`config.mk`:
```
export PLATFORM = sky130hd
export DESIGN_NAME = lic_base_reg
export DESIGN_NICKNAME = d
export VERILOG_FILES = /design/src/rtl/lic_pkg.sv /design/src/rtl/lic_write_check.sv /design/src/rtl/lic_window_decode.sv /design/src/rtl/lic_base_reg.sv
export SDC_FILE = /design/constraint.sdc
export NUM_CORES = 1
export LEC_CHECK = 0
export BUFFER_PORTS_ARGS = -buffer_cell sky130_fd_sc_hd__buf_2
export CAP_MARGIN = 30
export CORE_ASPECT_RATIO = 0.9
export CORE_MARGIN = 1
export CORE_UTILIZATION = 39
export CTS_BUF_LIST = sky130_fd_sc_hd__clkbuf_8
export DETAILED_ROUTE_END_ITERATION = 10
export GPL_TIMING_DRIVEN = 1
export PLACE_DENSITY = 0.84
export SYNTH_ARGS = -nofsm -noshare
export SYNTH_HDL_FRONTEND = slang
export SYNTH_SLANG_ARGS = --single-unit
```
`constraint.sdc`:
```
create_clock -name clk -period 1.7 [get_ports clk]
set_input_delay 0.17 -clock clk [delete_from_list [all_inputs] [get_ports clk]]
set_output_delay 0.17 -clock clk [all_outputs]
set_load 0.02 [all_outputs]
```
`src/rtl/lic_pkg.sv`:
```
package lic_pkg;
  typedef enum logic [1:0] {
    MODE_OFF    = 2'b00,
    MODE_LEGACY = 2'b01,
    MODE_EXT    = 2'b10
  } lic_mode_e;

  localparam int DATA_W   = 64;
  localparam int BSP_BIT  = 8;
  localparam int EXT_BIT  = 10;
  localparam int EN_BIT   = 11;
  localparam int BASE_LSB = 12;

  function automatic lic_mode_e mode_of(input logic en, input logic ext);
    if (!en)     return MODE_OFF;
    else if (ext) return MODE_EXT;
    else         return MODE_LEGACY;
  endfunction

  function automatic logic [DATA_W-1:0] legal_mask(input int pa_w);
    logic [DATA_W-1:0] m;
    for (int i = 0; i < DATA_W; i++)
      m[i] = (i == BSP_BIT) || (i == EXT_BIT) || (i == EN_BIT) ||
             ((i >= BASE_LSB) && (i < pa_w));
    return m;
  endfunction
endpackage

```
`src/rtl/lic_write_check.sv`:
```
module lic_write_check
  import lic_pkg::*;
#(
  parameter int PA_W   = 36,
  parameter bit EXT_OK = 1'b1
) (
  input  logic              clk,
  input  logic              rst_n,
  input  lic_mode_e         cur_mode,
  input  logic [DATA_W-1:0] wdata,
  output logic              illegal
);
  localparam logic [DATA_W-1:0] LEGAL = legal_mask(PA_W);

  logic      rsv_hit, bad_combo, bad_move, ext_block;
  logic      new_en, new_ext;
  lic_mode_e new_mode;

  assign new_en    = wdata[EN_BIT];
  assign new_ext   = wdata[EXT_BIT];
  assign new_mode  = mode_of(new_en, new_ext);
  assign rsv_hit   = |(wdata & ~LEGAL);
  assign bad_combo = new_ext & ~new_en;

  always_comb begin
    bad_move = 1'b0;
    if (cur_mode == MODE_EXT && new_mode == MODE_LEGACY) bad_move = 1'b1;
    if (cur_mode == MODE_OFF && new_mode == MODE_EXT)    bad_move = 1'b1;
  end

  generate
    if (EXT_OK) begin : g_ext_allowed
      assign ext_block = 1'b0;
    end else begin : g_ext_absent
      assign ext_block = new_ext;
    end
  endgenerate

  assign illegal = rsv_hit | bad_combo | bad_move | ext_block;

  assert_bit0_faults_R6: assert property (@(posedge clk) disable iff (!rst_n)
    wdata[0] |-> illegal);
  assert_high_bit_faults_R7: assert property (@(posedge clk) disable iff (!rst_n)
    wdata[PA_W] |-> illegal);
  assert_invalid_combo_faults_R3: assert property (@(posedge clk) disable iff (!rst_n)
    (wdata[EXT_BIT] && !wdata[EN_BIT]) |-> illegal);
endmodule

```
`src/rtl/lic_window_decode.sv`:
```
module lic_window_decode
  import lic_pkg::*;
#(
  parameter int PA_W = 36
) (
  input  logic                   clk,
  input  logic                   rst_n,
  input  lic_mode_e              mode,
  input  logic [PA_W-1:BASE_LSB] base,
  input  logic [PA_W-1:0]        addr,
  output logic                   sel,
  output logic                   float_rd
);
  logic page_hit;

  assign page_hit = (addr[PA_W-1:BASE_LSB] == base);
  assign sel      = page_hit & (mode == MODE_LEGACY);
  assign float_rd = page_hit & (mode != MODE_LEGACY);

  assert_window_exclusive_R9: assert property (@(posedge clk) disable iff (!rst_n)
    $onehot0({sel, float_rd}));
endmodule

```
`src/rtl/lic_base_reg.sv`:
```
module lic_base_reg
  import lic_pkg::*;
#(
  parameter int          PA_W     = 36,
  parameter bit          EXT_OK   = 1'b1,
  parameter bit          BSP_INIT = 1'b1,
  parameter logic [63:0] RST_BASE = 64'h0000_0000_FEE0_0000
) (
  input  logic            clk,
  input  logic            rst_n,
  input  logic            wr_valid,
  output logic            wr_ready,
  input  logic [63:0]     wr_data,
  output logic            fault_o,
  output logic [63:0]     reg_o,
  output logic [1:0]      mode_o,
  output logic            feature_o,
  input  logic [PA_W-1:0] win_addr,
  output logic            win_sel_o,
  output logic            win_float_o
);
  localparam logic [DATA_W-1:0] LEGAL = legal_mask(PA_W);

  logic                   en_q, ext_q, bsp_q, fault_q;
  logic [PA_W-1:BASE_LSB] base_q;
  logic                   wr_fire, illegal;
  lic_mode_e              mode;

  assign wr_ready = 1'b1;
  assign wr_fire  = wr_valid & wr_ready;
  assign mode     = mode_of(en_q, ext_q);

  lic_write_check #(.PA_W(PA_W), .EXT_OK(EXT_OK)) u_check (
    .clk      (clk),
    .rst_n    (rst_n),
    .cur_mode (mode),
    .wdata    (wr_data),
    .illegal  (illegal)
  );

  always_ff @(posedge clk) begin
    if (!rst_n) begin
      en_q    <= 1'b1;
      ext_q   <= 1'b0;
      bsp_q   <= BSP_INIT;
      base_q  <= RST_BASE[PA_W-1:BASE_LSB];
      fault_q <= 1'b0;
    end else begin
      fault_q <= wr_fire & illegal;
      if (wr_fire && !illegal) begin
        en_q   <= wr_data[EN_BIT];
        ext_q  <= wr_data[EXT_BIT];
        bsp_q  <= wr_data[BSP_BIT];
        base_q <= wr_data[PA_W-1:BASE_LSB];
      end
    end
  end

  always_comb begin
    reg_o                  = '0;
    reg_o[EN_BIT]          = en_q;
    reg_o[EXT_BIT]         = ext_q;
    reg_o[BSP_BIT]         = bsp_q;
    reg_o[PA_W-1:BASE_LSB] = base_q;
  end

  assign fault_o   = fault_q;
  assign mode_o    = mode;
  assign feature_o = (mode != MODE_OFF);

  lic_window_decode #(.PA_W(PA_W)) u_win (
    .clk      (clk),
    .rst_n    (rst_n),
    .mode     (mode),
    .base     (base_q),
    .addr     (win_addr),
    .sel      (win_sel_o),
    .float_rd (win_float_o)
  );

  assert_hold_on_fault_R8: assert property (@(posedge clk) disable iff (!rst_n)
    fault_o |-> $stable(reg_o));
  assert_fault_needs_write_R8: assert property (@(posedge clk) disable iff (!rst_n)
    fault_o |-> $past(wr_valid));
  assert_no_ext_to_legacy_R4: assert property (@(posedge clk) disable iff (!rst_n)
    (mode_o == MODE_LEGACY) |-> ($past(mode_o) != MODE_EXT));
  assert_no_off_to_ext_R5: assert property (@(posedge clk) disable iff (!rst_n)
    (mode_o == MODE_EXT) |-> ($past(mode_o) != MODE_OFF));
  assert_reserved_clear_R7: assert property (@(posedge clk) disable iff (!rst_n)
    (reg_o & ~LEGAL) == '0);
endmodule

```
==> results by group <==
Yosys
  – #FFs+latches synth: 28
  – Synth top area cells: dfxtp_1, buf_4, mux2i_1
  – EDFF count, synth: 0
  – Synth Flop Type: dfxtp_1
  – Syn. warnings: 0
  – Register area share after synthesis: 0.2922
  – Synth top area share: 0.2922
  – Top post-synthesis cells by count: buf_4, nand2_1, dfxtp_1
  – Synthesized area: roughly 0.0019 mm²
  – Synth async-reset ratio: 0
  – Post-synthesis cell type count: 20
  – Syn avg cell area: 8.839 µm²
  – Count leader, synth: buf_4
  – Area leader, netlist: dfxtp_1
  – Post-synthesis cell count: 217

Drt
  – Vias/cell: about 4.3
  – Vias: roughly 1700
  – Routed wire per std cell: between 10 and 15 µm
  – DRC: 0
  – DR pass1 iterations: 4
  – Routed Antenna Nets: 0
  – Initial drt markers: between 40 and 50
  – Final WL: roughly 4400 µm

Placed design
  – Placed Instances: between 300 and 400
  – IO Port Bufs: 123
  – Placer Congestion: 0.7810
  – Final HPWL DP: 3727 µm
  – Setup WS pre-CTS: -0.02994 ns

Floorplan
  – Number of placed I/O pins: 174
  – Die Width: between 70 and 80 µm
  – Core area: 0.004576 mm²
  – Site Rows: 23
  – Die Ht: between 60 and 70 µm
  – Die Area: approximately 0.0052 mm²
  – Initial core utilization: 0.4192

Worst setup path
  – Path depth of the worst reg2reg path: 5
  – R2R setup slack: between 0.15 and 0.2 ns
  – Setup CP Type: flip-flop to output port
  – R2R Path End: base_q[16]
  – Reg2reg start: en_q
  – Crit path required time: around 1.5 ns
  – Critical Path End Type: output port
  – CP Max Fanout: 2
  – CP arrival: 1.67 ns
  – Nature of the critical path startpoint: flip-flop

CTS
  – Clk pin slew, worst setup/hold paths: approximately 0.09 ns
  – CTS tree: built
  – CTS buffer count: 3
  – Clk sink count: 28
  – CTS H-tree lvls: 1
  – Root Driver: clkbuf_8
  – Clock latency on the worst-skew pair: 0.27 ns
  – Clk buf depth: 2

STA
  – TNS Setup: -0.2675 ns
  – Final setup fails: 2
  – Fmax: 0.5448 GHz
  – RSZ-0062 raised after global routing: yes
  – Clk_skew: between 0.005 and 0.006 ns
  – Max-slew violations: 0
  – Final worst-path cycle share: 1.080
  – Setup ws final: -0.1356 ns
  – Minimum clock period: between 1.5 and 2 ns
  – Fin. Hold Viols: 0

Cells and area
  – Diode count: 0
  – Syn-to-layout area delta: 31.38%
  – Fin nets: 440
  – Share of post-route cells with drive strength above 1: 0.4478
  – Final non-filler cell total: between 300 and 400

Hold path
  – WHS Endpoint: base_q[14]
  – Hold path cells: 3
  – Worst Hold Class: primary input to flip-flop
  – Worst hold start: wr_data[14]

Global route
  – Number of global-route vias before repair: between 1000 and 1500
  – GRT Overall Usage: 0.1629
  – Pin count of the biggest net entering global routing: 30
  – First-pass GRT wire length: about 6800 µm
  – Total global routing overflow: 0
  – Initial antenna violation count: 0

Pwr
  – Peak VDD IR: between 300 and 400 µV
  – Final Power: about 1.3 mW
  – PwrDens: approximately 510 mW/mm²
  – P_leak: 1.191 nW

Outcome
  – Status: complete, but fails checks
  – Failing checks: negative setup slack

Flow run
  – Maxcap violations: 0
==> worst max-delay path, cell delays in order, from the launching register on <==
cell and delay [ns]:
dfxtp_2 0.34, xor2_2 0.14, nor4_2 0.28, buf_4 0.15, nand4_1 0.12, nor3_1 0.19
buf_2 0.19
==> timing repair <==
item,CTS,global route
pin swaps,2,2
endpoints found under the setup margin,2,2
buffers inserted,0,1
hold buffers,0,0
gates resized for setup,5,4
endpoints found under the hold margin,0,0
==> logic make-up after synthesis <==
family | synth area share
multiplexers | 0.1409
AO/OA/AOI/OAI | 0.01109
AND/OR/NAND/NOR | 0.2374
other | 0.003915
XOR/XNOR | 0.1096
buffers and inverters | 0.2048
flip-flops | 0.2922
==> per-stage QoR <==
step                area, µm²  hold WS (ns)  utilization
finish                   2520        0.1317       0.5507
global route             2520        0.1246       0.5507
CTS                      2486        0.1212       0.5433
detailed placement       2434        0.4291       0.5319
global placement         2434        0.4167       0.5319
floorplan                2059        0.3104            -
==> cells in the final DEF (no fill, tap or decap), drive strengths merged, types with 2 or more instances in the layout <==
| master | Yosys | routed |
|---|---|---|
| nand4 | 4 | 4 |
| nor4 | 16 | 16 |
| buf | 44 | 130 |
| xor2 | 24 | 24 |
| conb | 2 | 38 |
| nor2 | 2 | 2 |
| mux2i | 27 | 27 |
| inv | 2 | 2 |
| nor2b | 24 | 24 |
| nand2 | 31 | 31 |
| dfxtp | 28 | 28 |
| clkbuf | 7 | 3 |
| nor3 | 2 | 2 |
==> flip-flops by register name, summed over array words and instances, names as in the netlist <==
| name | flops |
|---|---|
| base_q | 24 |
| bsp_q | 1 |
| en_q | 1 |
| ext_q | 1 |
| fault_o | 1 |
==> layer usage <==
layer | part of all wire | GRT usage
met1 | 0.44 | 0.1997
met2 | 0.49 | 0.3011
met3 | 0.071 | 0.04474
met4 | 0.0030 | 0.01442
met5 | 0 | 0
==> layout make-up <==
type	count	area [µm²]
Sequential cell	28	565.5
Clock buffer	3	41.29
Inverter	2	7.507
Fill cell	416	2056
Tap cell	62	77.57
Timing Repair Buffer	130	680.7
Multi-Input combinational cell	172	1147
==> report_power, final <==
group	switching (mW)	internal, mW	total [mW]
Combinational	0.160	0.115	0.274
Sequential	0.000202	0.656	0.656
Clock	0.189	0.159	0.348
Total	0.349	0.930	1.28
==> worst max-delay path by stage <==
stage | depth (start not counted) | slack, ns | from | end
3_3_place_gp | 6 | 0.04 | wr_data[1] | base_q[21]
5_1_grt | 6 | -0.25 | base_q[27] | win_float_o
4_1_cts | 6 | -0.19 | base_q[27] | win_sel_o
2_1_floorplan | 4 | 0.09 | base_q[29] | win_float_o
3_5_place_dp | 6 | -0.03 | wr_data[1] | base_q[20]
6_report | 6 | -0.14 | base_q[27] | win_float_o
No activity file was read; power rests on OpenSTA's default activity.
